$ cat src/rtl/crs_pkg.sv
package crs_pkg;
    typedef enum logic [1:0] {
        MODE_IDLE  = 2'd0,
        MODE_READ  = 2'd1,
        MODE_WRITE = 2'd2
    } crs_mode_e;
endpackage

$ cat src/rtl/crs_row_decoder.sv
module crs_row_decoder #(
    parameter int ROW_BITS = 2
) (
    input  logic                      clk,
    input  logic                      rst_n,
    input  logic [ROW_BITS-1:0]       row_addr,
    output logic [(1<<ROW_BITS)-1:0]  row_sel
);
    localparam int ROWS = 1 << ROW_BITS;

    always_comb begin
        row_sel = '0;
        for (int r = 0; r < ROWS; r++) begin
            if (row_addr == ROW_BITS'(r)) row_sel[r] = 1'b1;
        end
    end

    // one row line per cycle
    assert_row_onehot_R3: assert property (@(posedge clk) disable iff (!rst_n)
        $countones(row_sel) == 1);
endmodule

$ cat src/rtl/crs_col_decoder.sv
module crs_col_decoder #(
    parameter int COL_BITS = 2
) (
    input  logic                      clk,
    input  logic                      rst_n,
    input  logic                      en,
    input  logic [COL_BITS-1:0]       col_addr,
    output logic [(1<<COL_BITS)-1:0]  col_sel
);
    localparam int COLS = 1 << COL_BITS;

    always_comb begin
        col_sel = '0;
        if (en) begin
            for (int c = 0; c < COLS; c++) begin
                if (col_addr == COL_BITS'(c)) col_sel[c] = 1'b1;
            end
        end
    end

    assert_col_off_R4: assert property (@(posedge clk) disable iff (!rst_n)
        !en |-> (col_sel == '0));
    assert_col_one_R4: assert property (@(posedge clk) disable iff (!rst_n)
        en |-> ($countones(col_sel) == 1));
endmodule

$ cat src/rtl/crs_cell_array.sv
module crs_cell_array #(
    parameter int ROW_BITS  = 2,
    parameter int COL_BITS  = 2,
    parameter int DATA_BITS = 1
) (
    input  logic                      clk,
    input  logic                      rst_n,
    input  logic [(1<<ROW_BITS)-1:0]  row_sel,
    input  logic [(1<<COL_BITS)-1:0]  col_sel,
    input  logic                      wr_en,
    input  logic [DATA_BITS-1:0]      wr_data,
    output logic [DATA_BITS-1:0]      rd_data
);
    localparam int ROWS      = 1 << ROW_BITS;
    localparam int COLS      = 1 << COL_BITS;
    localparam int PHYS_COLS = COLS * DATA_BITS;
    localparam int CELLS     = ROWS * PHYS_COLS;

    logic [CELLS-1:0] cell_q;

    // Each cell updates only where its row and column lines cross.
    always_ff @(posedge clk or negedge rst_n) begin
        if (!rst_n) begin
            cell_q <= '0;
        end else if (wr_en) begin
            for (int r = 0; r < ROWS; r++) begin
                for (int c = 0; c < COLS; c++) begin
                    if (row_sel[r] && col_sel[c]) begin
                        cell_q[r*PHYS_COLS + c*DATA_BITS +: DATA_BITS] <= wr_data;
                    end
                end
            end
        end
    end

    // AND-OR read network across the grid.
    always_comb begin
        rd_data = '0;
        for (int r = 0; r < ROWS; r++) begin
            for (int c = 0; c < COLS; c++) begin
                if (row_sel[r] && col_sel[c]) begin
                    rd_data = rd_data | cell_q[r*PHYS_COLS + c*DATA_BITS +: DATA_BITS];
                end
            end
        end
    end

    assert_hold_idle_R7: assert property (@(posedge clk) disable iff (!rst_n)
        !wr_en |=> $stable(cell_q));
    assert_one_word_R5: assert property (@(posedge clk) disable iff (!rst_n)
        wr_en |=> ($countones(cell_q ^ $past(cell_q)) <= DATA_BITS));
endmodule

$ cat src/rtl/crs_ram.sv
module crs_ram #(
    parameter int ROW_BITS  = 2,
    parameter int COL_BITS  = 2,
    parameter int DATA_BITS = 1
) (
    input  logic                           clk,
    input  logic                           rst_n,
    input  logic                           cs,
    input  logic                           rw,
    input  logic [ROW_BITS+COL_BITS-1:0]   addr,
    input  logic [DATA_BITS-1:0]           din,
    output logic [DATA_BITS-1:0]           dout,
    output logic                           dout_en
);
    import crs_pkg::*;

    localparam int ADDR_W = ROW_BITS + COL_BITS;
    localparam int ROWS   = 1 << ROW_BITS;
    localparam int COLS   = 1 << COL_BITS;

    crs_mode_e                mode;
    logic [ROW_BITS-1:0]      row_addr;
    logic [COL_BITS-1:0]      col_addr;
    logic [ROWS-1:0]          row_sel;
    logic [COLS-1:0]          col_sel;
    logic                     wr_en;
    logic [DATA_BITS-1:0]     rd_data;

    assign row_addr = addr[ADDR_W-1:COL_BITS];
    assign col_addr = addr[COL_BITS-1:0];

    // Mode decode
    always_comb begin
        unique case ({cs, rw})
            2'b11:   mode = MODE_READ;
            2'b10:   mode = MODE_WRITE;
            default: mode = MODE_IDLE;
        endcase
    end

    // Outputs by mode
    always_comb begin
        wr_en   = 1'b0;
        dout_en = 1'b0;
        dout    = '0;
        unique case (mode)
            MODE_READ: begin
                dout_en = 1'b1;
                dout    = rd_data;
            end
            MODE_WRITE: wr_en = 1'b1;
            default: ;
        endcase
    end

    crs_row_decoder #(.ROW_BITS(ROW_BITS)) u_row_dec (
        .clk      (clk),
        .rst_n    (rst_n),
        .row_addr (row_addr),
        .row_sel  (row_sel)
    );

    crs_col_decoder #(.COL_BITS(COL_BITS)) u_col_dec (
        .clk      (clk),
        .rst_n    (rst_n),
        .en       (cs),
        .col_addr (col_addr),
        .col_sel  (col_sel)
    );

    crs_cell_array #(
        .ROW_BITS  (ROW_BITS),
        .COL_BITS  (COL_BITS),
        .DATA_BITS (DATA_BITS)
    ) u_cells (
        .clk     (clk),
        .rst_n   (rst_n),
        .row_sel (row_sel),
        .col_sel (col_sel),
        .wr_en   (wr_en),
        .wr_data (din),
        .rd_data (rd_data)
    );

    assert_idle_hiz_R7: assert property (@(posedge clk) disable iff (!rst_n)
        !cs |-> (!dout_en && dout == '0));
    assert_write_hiz_R8: assert property (@(posedge clk) disable iff (!rst_n)
        (cs && !rw) |-> (!dout_en && dout == '0));
    assert_read_drive_R6: assert property (@(posedge clk) disable iff (!rst_n)
        (cs && rw) |-> dout_en);
endmodule

$ cat config.mk
export PLATFORM = sky130hd
export DESIGN_NAME = crs_ram
export DESIGN_NICKNAME = d
export VERILOG_FILES = /design/src/rtl/crs_pkg.sv /design/src/rtl/crs_row_decoder.sv /design/src/rtl/crs_col_decoder.sv /design/src/rtl/crs_cell_array.sv /design/src/rtl/crs_ram.sv
export SDC_FILE = /design/constraint.sdc
export NUM_CORES = 1
export LEC_CHECK = 0
export BUFFER_PORTS_ARGS = -buffer_cell sky130_fd_sc_hd__buf_2
export CAP_MARGIN = 20
export CORE_MARGIN = 1
export CORE_UTILIZATION = 45
export CTS_CLUSTER_DIAMETER = 120
export DETAILED_ROUTE_END_ITERATION = 16
export HOLD_SLACK_MARGIN = 0.1
export PLACE_DENSITY = 0.71
export SETUP_SLACK_MARGIN = 0.05
export SKIP_CTS_REPAIR_TIMING = 1
export SLEW_MARGIN = 30
export SYNTH_ARGS = -nofsm -noshare
export SYNTH_HDL_FRONTEND = slang
export SYNTH_SLANG_ARGS = --single-unit
export TNS_END_PERCENT = 1
$ cat constraint.sdc
create_clock -name clk -period 2.4 [get_ports clk]
set_clock_uncertainty 0.1 [all_clocks]
set_input_delay 0.12 -clock clk [delete_from_list [all_inputs] [get_ports clk]]
set_output_delay 0.12 -clock clk [all_outputs]
set_load 0.05 [all_outputs]
==> out/metrics.cfg, run 1 <==
[timing]
rsz0062_at_grt = no
slew_headroom_pct = 76.07
fmax_ghz = 0.5452
fin_crit_sh_pct = 76.43
drv_slew = 0
setup_viol = 0
hold_violations = 0
fin_hold_ws_ps = 170.0
setup_tns_ps = 0
min_period_ps = 1834
worstMarginPinSlew_ps = 359.0

[synth]
synthCells = 91
synth_top_cell_by_area = dfrtp_1
synth_top_area_share_pct = 39.85
synthTopCellsByArea = dfrtp_1, mux2_2, mux2i_1
yosysWarnings = 0
synth_edf_count = 0
ys_seq_elements = 16
syn_area_um2 = 1005
synth.distinct_cells = 32
ys_seq_area_share_pct = 39.85
synth-async-reset-ratio_pct = 100.0
ys.flop_type = dfrtp_1
syn_nets = 100
syn_avg_cell_area_um2 = 11.04

[route]
drtIter0Drc = 24
routed_wl_mm = 1.880
wl_per_cell_um = 14.92
met3WireLength_um = 114
vias = 719
drc = 0
highest_layer = met4
ant_nets = 0
vias_per_cell = 5.706
dr.pass1.iters = 4
dr_wl_met2_um = 815
wl_met1_um = 925

[worst_setup_path]
worstSetupPathType = reg2out
slowest_delay_ps = 380
crit_path_end_kind = primary output
cpLargestDelayFamily = compound AO/OA/AOI/OAI gates
cp-start-kind = flip-flop
worstPathRequired_ps = 2180
crit_fanout = 2
cp_num_buf_inv = 1
crit_path_cell_trace = mux2i_1 -> o22ai_1 -> o41ai_1 -> o21ai_1 -> buf_2
worstPathArrival_ps = 1610
critPathSlowestCell = dfrtp_1

[clock_tree]
cts.path.max_buffers = 2
cts_tree = built
cts_root_buf = clkbuf_4
cts_made_buffers = 3
insertion_delay_ps = 280
htreeDepth = 1
path_clk_slew_ps = 90
cts_sinks = 16

[layout]
regMostFlops = u_cells.cell_q
syn2layout_area_growth_pct = 6.600
drive_gt1_share_pct = 31.31
post-route-util_pct = 52.97
largest_reg_flops = 16
layout.nets = 110
fin_area_um2 = 1071
antenna_cells = 0
largestRegisters = u_cells.cell_q: 16 flops

[power]
power.leakage_nw = 0.4757
worst_ir_drop_vdd_v = 0.0002997
power_mw = 0.5732
power_density_nw_per_um2 = 535.2

[floorplanning]
initial_core_util_pct = 49.69
core.rowCount = 16
pin_count = 11
dieArea_um2 = 2426
die_h_um = 49.25
coreArea_um2 = 2022
fp.dieW_um = 49.25

[grt]
grt-ovfl-total = 0
antenna_found_initial = 0
grt_usage_pct = 17.36
first_global_vias = 652
grt_max_degree = 17
grt_first_pass_wirelength_mm = 3.125

[placed_design]
placed_cell_area_um2 = 1039
gp_congestion = 0.9716
portBuffers = 10
dp.final_hpwl_mm = 1.386

[min_path]
hold_class = in2async

[outcome]
status = complete, no violations

[flow_run]
cap_violations = 0

-- placed cells by master, fill, tap and decap left out, drive strengths merged, types with 2 or more instances in the layout --
cell type   n
dfrtp      16
nand4b      3
o21ai       2
and3        3
mux2       16
nor3        2
nor2        5
nand2      13
nor2b       2
mux2i       6
nand3b      4
clkbuf      3
and4bb      2
buf        10
-- cell type report --
class                   instances  area [um^2]
fillers                       194        950.9
multi-input cells              68        550.5
flip-flops and latches         16        400.4
repair buffers                 11        60.06
well taps                      27        33.78
clock buffers                   3        22.52
inverters                       1        3.754
-- kinds of logic after synthesis --
group | share of synthesized area, %
multiplexers | 24.66
flip-flops | 39.85
AO/OA/AOI/OAI | 3.860
AND/OR/NAND/NOR | 26.28
buffers and inverters | 5.354
-- report_power, final --
part	internal [mW]	leakage [nW]	switching, mW
registers	0.305	0.213	0.0178
logic	0.0546	0.249	0.0582
clock network	0.0583	0.0138	0.0794
total	0.418	0.476	0.155
-- synthesized netlist by cell type (2+ instances only) --
library cell  number
mux2i_1            6
nor2_1             5
mux2_2            12
nand4b_1           3
nor3_1             2
mux2_1             2
mux2_4             2
and3_1             3
buf_6              3
nand3b_1           4
dfrtp_1           16
nand2_1           13
-- final timing paths --
check	startpoint	to	slack [ps]	cells past startpoint
worst max-delay path	u_cells.cell_q[2]$_DFFE_PN0P_	dout	570	5
worst min-delay path	rst_n	u_cells.cell_q[3]$_DFFE_PN0P_	170	2
min in group clk	din	u_cells.cell_q[12]$_DFFE_PN0P_	170	2
worst max register to register	u_cells.cell_q[8]$_DFFE_PN0P_	u_cells.cell_q[8]$_DFFE_PN0P_	1490	1
worst min register to register	u_cells.cell_q[12]$_DFFE_PN0P_	u_cells.cell_q[12]$_DFFE_PN0P_	410	1
max in group asynchronous	rst_n	u_cells.cell_q[6]$_DFFE_PN0P_	1770	2
-- metrics by stage --
step	std cells	worst slack (ps)
after floorplan	91	648.5
after global placement	122	756.2
after detailed placement	122	740.9
after CTS	125	590.0
after global routing	126	465.6
final	126	565.7
-- routing by layer --
metal | vias up | track usage [%]
li1 | 347 | -
met1 | 342 | 25.60
met2 | 26 | 25.34
met3 | 4 | 2.181
met4 | 0 | 7.353
met5 | - | 0
Power figures use the tool's default switching activity.
==> run 2, diff against run 1 <==
Settings changed: PLACE_DENSITY 0.71 to 0.73.
Clock period 2.4 ns to 1.6 ns, I/O delays scaled along.
==> run 2 against run 1 <==
The flow now finishes with violations (setup timing). Critical endpoint unchanged. Sequential power up 50%. Highest routed layer unchanged. Sequential share of layout area down 3.0 points. Worst setup slack worse by 730 ps. Global-route usage up 2.0 points. Critical path type unchanged. Register-to-register slack worse by 790 ps.
==> out/metrics.cfg, run 2 (synthesis gave the netlist of run 1 again) <==
[worst_setup_path]
crit_path_cell_trace = mux2i_1 -> nor3_1 -> o41ai_2 -> o21ai_2 -> buf_6
crit_path_end_kind = primary output
worstPathRequired_ps = 1420
worstPathArrival_ps = 1580
cpLargestDelayFamily = compound AO/OA/AOI/OAI gates
slowest_delay_ps = 380
cp-start-kind = flip-flop
worstSetupPathType = reg2out
critPathSlowestCell = dfrtp_1
crit_fanout = 2
cp_num_buf_inv = 1

[layout]
layout.nets = 116
syn2layout_area_growth_pct = 16.06
regArea_um2 = 400.4
stdcell_count = 133
antenna_cells = 0
drive_gt1_share_pct = 38.68
largestRegisters = u_cells.cell_q: 16 flops
multi_input_area_um2 = 568.0
layout_common_cells = dfrtp_1, nand2_1, mux2_2
largest_reg_flops = 16
final_common_cell = dfrtp_1
fillCellCount = 169
post-route-util_pct = 57.67
fin_area_um2 = 1166
regMostFlops = u_cells.cell_q

[placed_design]
dp.final_hpwl_mm = 1.479
gp_congestion = 0.8471
dpl.cell_count = 128
portBuffers = 10
placed_cell_area_um2 = 1100

[grt]
grt-ovfl-total = 0
grt_usage_pct = 19.40
grt_first_pass_wirelength_mm = 3.539
first_global_vias = 758
grt_max_degree = 17
antenna_found_initial = 0

[power]
power_density_nw_per_um2 = 806.9
power_mw = 0.9410
worst_ir_drop_vdd_v = 0.0004461
power.leakage_nw = 0.5296

[clock_tree]
insertion_delay_ps = 290
cts_made_buffers = 3
cts_tree = built
path_clk_slew_ps = 90
htreeDepth = 1
cts_root_buf = clkbuf_4
cts_sinks = 16
cts.path.max_buffers = 2

[floorplanning]
dieArea_um2 = 2426
die_h_um = 49.25
initial_core_util_pct = 49.69
coreArea_um2 = 2022
core.rowCount = 16
fp.dieW_um = 49.25
pin_count = 11

[outcome]
violations = setup timing
status = complete, but fails checks

[min_path]
hold_class = in2reg

[timing]
drv_slew = 0
slew_headroom_pct = 75.20
fmax_ghz = 0.5672
hold_violations = 0
min_period_ps = 1763
fin_crit_sh_pct = 110.2
rsz0062_at_grt = yes
worst_slack_ps = -162.9
worstMarginPinSlew_ps = 371.9
setup_tns_ps = -162.9
setup_viol = 1

[route]
dr.pass1.iters = 5
routed_wl_mm = 2.008
ant_nets = 0
drc = 0
drtIter0Drc = 13
vias = 752
vias_per_cell = 5.654
wl_per_cell_um = 15.10

[flow_run]
cap_violations = 0

==> run 2: cell types whose count changed in the layout (fill, tap and decap cells not counted), sizes merged <==
cell / previous run / this run
buf: 10 / 16
clkbuf: 3 / 4
==> run 2: cell type report <==
cell class	instances	share of cell area, %
Tap cell	27	2.897
Inverter	1	0.3219
Sequential cell	16	34.33
Multi-Input combinational cell	68	48.71
Clock buffer	4	3.112
Timing Repair Buffer	17	10.62
==> run 2: worst paths after layout <==
path                                                start                             end  slack [ps]  cells after the start
max                         u_cells.cell_q[5]$_DFFE_PN0P_                            dout        -160                      5
min                                                   din   u_cells.cell_q[8]$_DFFE_PN0P_         110                      2
max reg2reg                 u_cells.cell_q[8]$_DFFE_PN0P_   u_cells.cell_q[8]$_DFFE_PN0P_         700                      1
min reg2reg                u_cells.cell_q[12]$_DFFE_PN0P_  u_cells.cell_q[12]$_DFFE_PN0P_         390                      1
max in group asynchronous                           rst_n   u_cells.cell_q[9]$_DFFE_PN0P_        1010                      2
min in group asynchronous                           rst_n  u_cells.cell_q[11]$_DFFE_PN0P_         120                      2
==> run 2: stage by stage <==
stage,setup slack (ps),hold slack [ps]
final,-162.9,111.5
after global routing,-214.9,151.1
after CTS,-309.0,-416.7
after detailed placement,21.61,-86.37
after global placement,64.72,-96.10
after floorplan,165.1,-315.6
==> run 2: power breakdown <==
group	switching (mW)	internal [mW]
sequential	0.0282	0.457
combinational	0.0916	0.0962
clock	0.129	0.139
total	0.248	0.693
==> run 2: metal layers <==
layer	share of wire [%]	global-route usage [%]
met1	48	25.94
met4	2.4	10.29
met2	46	30.59
met5	0	0
met3	3.5	2.181
==> run 3, diff against run 2 <==
Settings changed: CORE_MARGIN 1 to 8.
==> run 3 against run 2 <==
Critical path type unchanged. Die area up 65%. The flow still finishes with violations (setup timing). Cell area down 1.4%. Non-clock buffer count down 1.
==> out/metrics.cfg, run 3 (synthesis gave the netlist of run 1 again) <==
[outcome]
status = complete, but fails checks
violations = setup timing

[clock_tree]
cts_made_buffers = 3
cts.path.max_buffers = 2
cts_sinks = 16
insertion_delay_ps = 290
htreeDepth = 1
cts_tree = built
path_clk_slew_ps = 90
cts_root_buf = clkbuf_4

[worst_setup_path]
worstPathArrival_ps = 1570
rr_worst_depth = 1
worstPathRequired_ps = 1420
crit_path_end_kind = primary output
crit_fanout = 2
r2r-start = u_cells.cell_q[8]$_DFFE_PN0P_
worstSetupPathType = reg2out
reg2reg_to = u_cells.cell_q[8]$_DFFE_PN0P_
cp-start-kind = flip-flop
r2r_slack_ps = 710

[power]
pwr-share-clk_pct = 28.7
power_switching_mw = 0.2518
switching_share_pct = 26.76
power.leakage_nw = 0.5154
intPower_mw = 0.6891
power_mw = 0.9409
power_density_nw_per_um2 = 818.3
seqPwrFrac_pct = 51.6
worst_ir_drop_vdd_v = 0.0004791
pwr-share-comb_pct = 19.7

[route]
vias = 745
dr.pass1.iters = 4
met3WireLength_um = 89
routed_wl_mm = 2.175
highest_layer = met4
drc = 0
wl_per_cell_um = 16.35
dr_wl_met2_mm = 1.022
ant_nets = 0
vias_per_cell = 5.602
drtIter0Drc = 48
wl_met1_mm = 1.017

[layout]
layout_common_cells = dfrtp_1, nand2_1, mux2_2
layout.nets = 115
largestRegisters = u_cells.cell_q: 16 flops
antenna_cells = 0
final_common_cell = dfrtp_1
regMostFlops = u_cells.cell_q
syn2layout_area_growth_pct = 14.45
drive_gt1_share_pct = 39.05
largest_reg_flops = 16

[timing]
rsz0062_at_grt = yes
fin_crit_sh_pct = 109.5
worstMarginPinSlew_ps = 372.7
min_period_ps = 1752
fmax_ghz = 0.5708
setup_viol = 1
drv_slew = 0
worst_slack_ps = -151.8
hold_violations = 0
slew_headroom_pct = 75.16

[grt]
first_global_vias = 768
grt_usage_pct = 11.44
grt_first_pass_wirelength_mm = 3.684
grt_max_degree = 17
grt-ovfl-total = 0
antenna_found_initial = 0

[floorplanning]
core.rowCount = 17
die_h_um = 63.25
initial_core_util_pct = 46.31
fp.dieW_um = 63.25
pin_count = 11
dieArea_um2 = 4001
coreArea_um2 = 2170

[placed_design]
place_ws_ps = 45.14
dp.final_hpwl_mm = 1.571
portBuffers = 10
gp_congestion = 0.8189

[min_path]
hold_class = in2async

[flow_run]
cap_violations = 0

==> run 3: metal layers <==
metal	up-vias	global-route usage, %
met3	5	3.004
met1	368	13.66
met4	0	6.407
li1	355	-
met5	-	0
met2	17	18.18
==> run 3: how the worst max path moves through the flow <==
stage	slack (ps)	startpoint	cells past startpoint	endpoint
6_report	-150	u_cells.cell_q[1]$_DFFE_PN0P_	5	dout
5_1_grt	-220	u_cells.cell_q[1]$_DFFE_PN0P_	5	dout
4_1_cts	-240	u_cells.cell_q[5]$_DFFE_PN0P_	5	dout
3_5_place_dp	50	addr[0]	6	dout
3_3_place_gp	70	addr[0]	6	dout
2_1_floorplan	170	cs	4	dout
==> run 3: through the flow <==
stage               setup TNS [ps]  cell area, um^2  hold WS, ps  cells  util, %
floorplan                        0             1008       -315.6     91        -
global placement                 0             1081       -90.07    128    49.83
detailed placement               0             1081       -82.14    128    49.83
CTS                         -241.8             1117       -398.0    132    51.50
global route                -216.8             1150        135.8    133    53.00
finish                      -151.8             1150        123.0    133    53.00
==> run 3: worst max-delay path, stage by stage, from the launching register on <==
cell and delay, ps:
dfrtp_1 400, mux2i_2 190, nor3_2 70, o41ai_2 360, o21ai_2 100, buf_6 160
==> run 3: layout make-up <==
cell class | instances | area [um^2]
fillers | 199 | 1020
multi-input cells | 68 | 570.5
flip-flops and latches | 16 | 400.4
repair buffers | 16 | 103.9
clock buffers | 4 | 36.28
well taps | 28 | 35.03
inverters | 1 | 3.754
==> run 3: power groups by stage <==
stage / clock network (mW) / registers (mW) / logic [mW]
2_1_floorplan: 0 / 0.483 / 0.131
3_3_place_gp: 0 / 0.491 / 0.172
3_5_place_dp: 0 / 0.493 / 0.178
4_1_cts: 0.274 / 0.484 / 0.179
5_1_grt: 0.301 / 0.494 / 0.203
6_report: 0.270 / 0.486 / 0.185
